## src/rtl/bpred_pkg.sv

```systemverilog
package bpred_pkg;

    localparam int PC_W = 32;

    typedef logic [PC_W-1:0] pc_t;

    // outcome of one table lookup
    typedef struct packed {
        logic hit;
        logic is_ret;
        pc_t  target;
    } lookup_t;

    // stack operation decoded from the two strobes
    typedef enum logic [1:0] {
        STK_IDLE = 2'b00,
        STK_PUSH = 2'b01,
        STK_POP  = 2'b10,
        STK_SWAP = 2'b11
    } stk_op_e;

    function automatic pc_t seq_pc(input pc_t pc);
        return pc + pc_t'(4);
    endfunction

    function automatic stk_op_e stk_decode(input logic push, input logic pop);
        return stk_op_e'({pop, push});
    endfunction

endpackage

```

## src/rtl/bpred_btb.sv

```systemverilog
module bpred_btb
    import bpred_pkg::*;
#(
    parameter int ENTRIES = 16
) (
    input  logic    clk,
    input  logic    rst,
    input  pc_t     look_pc,
    output lookup_t look_res,
    input  logic    wr_en,
    input  pc_t     wr_pc,
    input  pc_t     wr_target,
    input  logic    wr_is_ret
);
    localparam int IDX_W = $clog2(ENTRIES);
    localparam int TAG_W = PC_W - IDX_W - 2;

    typedef logic [IDX_W-1:0] idx_t;
    typedef logic [TAG_W-1:0] tag_t;

    typedef struct packed {
        logic valid;
        logic is_ret;
        tag_t tag;
        pc_t  target;
    } slot_t;

    slot_t tbl_q [ENTRIES];
    logic  writes_seen_q;

    idx_t  look_idx, wr_idx;
    tag_t  look_tag, wr_tag;
    slot_t look_slot, wr_slot;
    logic  wr_same, wr_do;

    always_comb begin
        look_idx  = look_pc[IDX_W+1:2];
        look_tag  = look_pc[PC_W-1:IDX_W+2];
        look_slot = tbl_q[look_idx];
        look_res.hit    = look_slot.valid && (look_slot.tag == look_tag);
        look_res.is_ret = look_slot.is_ret;
        look_res.target = look_slot.target;
    end

    // only write when the stored guess would have been wrong
    always_comb begin
        wr_idx  = wr_pc[IDX_W+1:2];
        wr_tag  = wr_pc[PC_W-1:IDX_W+2];
        wr_slot = tbl_q[wr_idx];
        wr_same = wr_slot.valid && (wr_slot.tag == wr_tag)
                  && (wr_slot.target == wr_target) && (wr_slot.is_ret == wr_is_ret);
        wr_do   = wr_en && !wr_same;
    end

    always_ff @(posedge clk) begin
        if (rst) begin
            for (int i = 0; i < ENTRIES; i++) begin
                tbl_q[i].valid <= 1'b0;
            end
            writes_seen_q <= 1'b0;
        end else begin
            if (wr_do) begin
                tbl_q[wr_idx] <= '{valid: 1'b1, is_ret: wr_is_ret, tag: wr_tag, target: wr_target};
            end
            if (wr_en) begin
                writes_seen_q <= 1'b1;
            end
        end
    end


    no_hit_before_write_chk: assert property (@(posedge clk) disable iff (rst)
        !writes_seen_q |-> !look_res.hit);


    write_lands_chk: assert property (@(posedge clk) disable iff (rst)
        wr_en |=> (tbl_q[$past(wr_idx)].valid && tbl_q[$past(wr_idx)].tag == $past(wr_tag)
                   && tbl_q[$past(wr_idx)].target == $past(wr_target)));

endmodule

```

## src/rtl/bpred_ras.sv

```systemverilog
module bpred_ras
    import bpred_pkg::*;
#(
    parameter int DEPTH = 8
) (
    input  logic clk,
    input  logic rst,
    input  logic push,
    input  pc_t  push_val,
    input  logic pop,
    output pc_t  top
);
    localparam int PTR_W = $clog2(DEPTH);

    typedef logic [PTR_W-1:0] ptr_t;
    localparam ptr_t PTR_ONE = ptr_t'(1);

    pc_t     slot_q [DEPTH];
    ptr_t    ptr_q;
    ptr_t    below;
    stk_op_e op;

    always_comb begin
        below = ptr_q - PTR_ONE;
        top   = slot_q[below];
        op    = stk_decode(push, pop);
    end

    always_ff @(posedge clk) begin
        if (rst) begin
            ptr_q <= '0;
            for (int i = 0; i < DEPTH; i++) begin
                slot_q[i] <= '0;
            end
        end else begin
            unique case (op)
                STK_PUSH: begin
                    slot_q[ptr_q] <= push_val;
                    ptr_q         <= ptr_q + PTR_ONE;
                end
                STK_POP: begin
                    ptr_q <= below;
                end
                STK_SWAP: begin
                    slot_q[below] <= push_val;
                end
                default: ;
            endcase
        end
    end


    push_top_chk: assert property (@(posedge clk) disable iff (rst)
        push |=> top == $past(push_val));


    ptr_inc_chk: assert property (@(posedge clk) disable iff (rst)
        (push && !pop) |=> ptr_q == ptr_t'($past(ptr_q) + PTR_ONE));


    ptr_dec_chk: assert property (@(posedge clk) disable iff (rst)
        (pop && !push) |=> ptr_q == ptr_t'($past(ptr_q) - PTR_ONE));


    ptr_hold_chk: assert property (@(posedge clk) disable iff (rst)
        (pop && push) |=> $stable(ptr_q));

endmodule

```

## src/rtl/bpred_next_pc.sv

```systemverilog
module bpred_next_pc
    import bpred_pkg::*;
#(
    parameter int BTB_ENTRIES = 16,
    parameter int RAS_DEPTH   = 8
) (
    input  logic        clk,
    input  logic        rst,
    input  logic [31:0] fetch_pc,
    output logic [31:0] pred_next_pc,
    output logic        pred_hit,
    input  logic        upd_valid,
    input  logic [31:0] upd_pc,
    input  logic [31:0] upd_target,
    input  logic        upd_is_ret,
    input  logic        call_push,
    input  logic [31:0] call_pc,
    input  logic        ret_pop
);
    lookup_t res;
    pc_t     ras_top;

    bpred_btb #(.ENTRIES(BTB_ENTRIES)) u_btb (
        .clk       (clk),
        .rst       (rst),
        .look_pc   (fetch_pc),
        .look_res  (res),
        .wr_en     (upd_valid),
        .wr_pc     (upd_pc),
        .wr_target (upd_target),
        .wr_is_ret (upd_is_ret)
    );

    bpred_ras #(.DEPTH(RAS_DEPTH)) u_ras (
        .clk      (clk),
        .rst      (rst),
        .push     (call_push),
        .push_val (seq_pc(call_pc)),
        .pop      (ret_pop),
        .top      (ras_top)
    );

    always_comb begin
        pred_hit = res.hit;
        if (!res.hit)        pred_next_pc = seq_pc(fetch_pc);
        else if (res.is_ret) pred_next_pc = ras_top;
        else                 pred_next_pc = res.target;
    end

endmodule

```

## config.mk

```make
export PLATFORM = sky130hd
export DESIGN_NAME = bpred_next_pc
export DESIGN_NICKNAME = d
export VERILOG_FILES = /design/src/rtl/bpred_pkg.sv /design/src/rtl/bpred_btb.sv /design/src/rtl/bpred_ras.sv /design/src/rtl/bpred_next_pc.sv
export SDC_FILE = /design/constraint.sdc
export NUM_CORES = 2
export LEC_CHECK = 0
export BUFFER_PORTS_ARGS = -buffer_cell sky130_fd_sc_hd__buf_2
export CAP_MARGIN = 20
export CORE_MARGIN = 8
export CORE_UTILIZATION = 60
export DETAILED_ROUTE_END_ITERATION = 10
export PLACE_DENSITY = 0.78
export SYNTH_ARGS = -nofsm -noshare
export SYNTH_HDL_FRONTEND = slang
export SYNTH_SLANG_ARGS = --single-unit
```

## constraint.sdc

```tcl
create_clock -name clk -period 14 [get_ports clk]
set_input_delay 2.8 -clock clk [delete_from_list [all_inputs] [get_ports clk]]
set_output_delay 2.8 -clock clk [all_outputs]
set_load 0.01 [all_outputs]
```

==> metrics.txt <==
Synth Instances 3393; Period Utilization, post-route 0.7279; Synth Cell Area 58310 µm²; vias in the first global route 36264; die area 107400 µm²; Clock Pin Slew Worst Setup and Hold Paths 60 ps; cell row count 114; antenna-violating nets left 0; Internal 6.270 mW; Avg Cell Area, Syn 17.19 µm²; Initial DRT Pass Iterations 7; CTS H-tree lvls 3; number of synthesized flops with an enable pin 1200; Post-Route Utilization 0.6668; final hold vios 0; post-CTS setup buffer count 0; # Max-Cap Violations 0; RePlAce Congestion 0.9719; ys async rst share 0; YS warnings 0; Sequential Area 36420 µm²; Worst Path Arrival 7390 ps; sequential-to-total area share from yosys stat 0.6245; Final Critical Period 10190 ps; routed len/inst 36.50 µm; starting density of the core 0.6039; Slowest-stage cell, CP buf_12; Startpoint Class input pin; Seq pwr share 0.499; post-CTS sizing 0; TritonCTS Buffers 121; status finished clean; P_leak 21.53 nW; DRT Wirelength 179.8 mm; fillers 6129; worst path required time 11200 ps; total gr overflow 0; skew final 36.63 ps; setup slack at placement 3876 ps; Final Slew Violations 0; residual DRC count 0; vias 36414; flops & latches, synth 1219; PD cells 128.8 nW/µm²; Critical Path Max Stage Delay 630 ps; Vias/cell 7.394; area occupied by multi-input gates 20790 µm²; DP HPWL 109.0 mm; Synthesized Nets 3534; CTS Root Cell clkbuf_16; Distinct cells, synth 68; post-placement cell area 60530 µm²; Sw Pwr 2.020 mW; share of post-route cells with drive strength above 1 0.2705; Cell Chain, Critical Path buf_8 > buf_12 > mux4_2 > nor2b_1 > a211oi_1 > a21oi_1 > xnor2_1 > nor2_1 > and3_1 > nand4_1 > buf_4 > mux2i_1 > buf_2; Hold-fix buffers, CTS 0; cell area after layout 64390 µm²; clk_lat worst skew 720 ps; CP Capture Type output port; area grow syn2layout 10.42%; worst hold path class register to register; initial antenna violation count 30; # port buffers 164; Ports 167; worst hold slack 480.7 ps; Worst Max-Slew Pin Slew 1152 ps; CTS Buffer Depth 3; Peak supply drop 0.1382 mV; TritonCTS clock tree done; combinational power share 0.118; largest fanout on the critical path 85; Fmax 98.12 MHz; crit path kind input pin to output port; die span in x 327.7 µm; setup tns final 0 ps; GRT Util Overall 0.3290; Final Setup Violations 0; DRT iter0 DRCs 5904; clock sink total 1219; clock network fraction of total power 0.383; Sw Ratio 0.2437; nets 3674; die height 327.7 µm; final worst slack 3809 ps; area of the core 96570 µm²; first-pass GRT wire length 255.5 mm; main flop type after synthesis edfxtp_1; largest net degree at the start of global routing 120; RSZ-0062 raised after global routing false; Slew headroom 0.2320
==> flip-flops by register name, indices dropped and copies added, names as in the netlist <==
| name | count |
|---|---|
| u_ras.slot_q | 256 |
| u_ras.ptr_q | 3 |
| u_btb.tbl_q | 960 |
==> cells by family after synthesis <==
| logic type | synth area share |
|---|---|
| fa+ha+maj | 0.001502 |
| buf+inv | 0.02159 |
| mux | 0.2478 |
| compound gates | 0.03322 |
| xor+xnor | 0.02103 |
| flops | 0.6245 |
| simple gates | 0.05040 |
==> per-stage QoR <==
step | power [mW] | std cells
2_1_floorplan | 4.809 | 3393
3_3_place_gp | 5.140 | 4685
3_5_place_dp | 5.169 | 4685
4_1_cts | 8.283 | 4909
5_1_grt | 8.467 | 4915
6_report | 8.290 | 4925
==> final timing paths <==
kind,startpoint,end,slack [ps],depth (start not counted)
setup / recovery,fetch_pc[2],pred_next_pc[9],3810,13
hold / removal,u_btb.tbl_q[0][59],u_btb.tbl_q[0][59],480,2
setup reg to reg,u_btb.tbl_q[11][20],u_btb.tbl_q[11][1],8240,12
hold reg to reg,u_btb.tbl_q[0][59],u_btb.tbl_q[0][59],480,2
==> Yosys cell counts (4+ instances only) <==
master | count | area share
edfxtp_1 | 1200 | 0.62
mux4_2 | 519 | 0.20
nor2_1 | 328 | 0.021
mux2i_1 | 252 | 0.043
nand2_1 | 165 | 0.011
clkbuf_1 | 104 | 0.0067
xnor2_1 | 91 | 0.014
a22oi_1 | 59 | 0.0076
inv_1 | 54 | 0.0035
buf_2 | 49 | 0.0042
o21ai_0 | 49 | 0.0042
xor2_1 | 49 | 0.0074
nand3_1 | 42 | 0.0036
buf_1 | 41 | 0.0026
o22ai_1 | 40 | 0.0043
buf_4 | 29 | 0.0037
a21oi_1 | 28 | 0.0024
nand4_1 | 25 | 0.0027
nor3_1 | 24 | 0.0021
mux2_2 | 20 | 0.0039
dfxtp_1 | 19 | 0.0065
nand2b_1 | 16 | 0.0017
a31oi_1 | 15 | 0.0016
nor2b_1 | 15 | 0.0016
a211oi_1 | 14 | 0.0018
a221oi_1 | 13 | 0.0020
and3_1 | 11 | 0.0012
nor4_1 | 9 | 0.00097
and2_1 | 8 | 0.00086
ha_1 | 7 | 0.0015
o31ai_1 | 7 | 0.00090
and4_1 | 6 | 0.00090
or4_1 | 6 | 0.00077
a2111oi_0 | 5 | 0.00075
a22o_1 | 5 | 0.00075
a311oi_1 | 5 | 0.00075
a32oi_1 | 5 | 0.00075
or3_1 | 5 | 0.00054
and2_0 | 4 | 0.00043
buf_6 | 4 | 0.00077
o2bb2ai_1 | 4 | 0.00060
==> layout make-up <==
type,instances,area share
Multi-Input combinational cell,1892,0.3229
Tap cell,1276,0.02480
Clock buffer,152,0.04949
Inverter,55,0.003226
Clock inverter,72,0.009736
Antenna cell,15,0.0005830
Sequential cell,1219,0.5656
Timing Repair Buffer,244,0.02369
==> power groups by stage <==
stage               Sequential (mW)  Clock, mW  Combinational (mW)
global route                   4.14       3.31                1.01
floorplan                      4.20          0               0.613
global placement               4.20          0               0.936
CTS                            4.14       3.18               0.961
detailed placement             4.21          0               0.955
finish                         4.14       3.17               0.980
==> cell usage in the layout (no fill, tap or decap), types with 11 or more instances in the layout <==
cell / count
mux4_2: 519
nor2_1: 311
xor2_1: 48
o22ai_1: 40
o21ai_0: 49
a22oi_1: 59
buf_2: 158
nand4_1: 25
nand3_1: 42
a221oi_1: 13
nor2_4: 17
mux2i_1: 252
diode_2: 15
a211oi_1: 14
a31oi_1: 15
dfxtp_1: 18
buf_4: 76
edfxtp_1: 1200
nor2b_1: 14
clkinv_1: 23
and3_1: 11
clkbuf_1: 29
nor3_1: 24
nand2_1: 165
clkbuf_16: 123
nand2b_1: 16
clkinv_2: 26
a21oi_1: 28
mux2_2: 20
xnor2_1: 91
inv_1: 54
==> worst max-delay path: cells and delay by family <==
kind                      cells  cell delay (ps)
xor gates and xnor gates      1              210
AOI/OAI and AO/OA             2              450
buffers and inverters         4             1960
and+or+nand+nor               4              530
muxes                         2             1150
==> layer usage <==
metal,vias up,share of wire,track usage
li1,14168,-,-
met3,613,0.15,0.1035
met2,3106,0.46,0.4993
met5,-,0.00078,0
met1,18507,0.34,0.4360
met4,20,0.060,0.1576
Note: power is estimated with default switching activity, not from simulation.
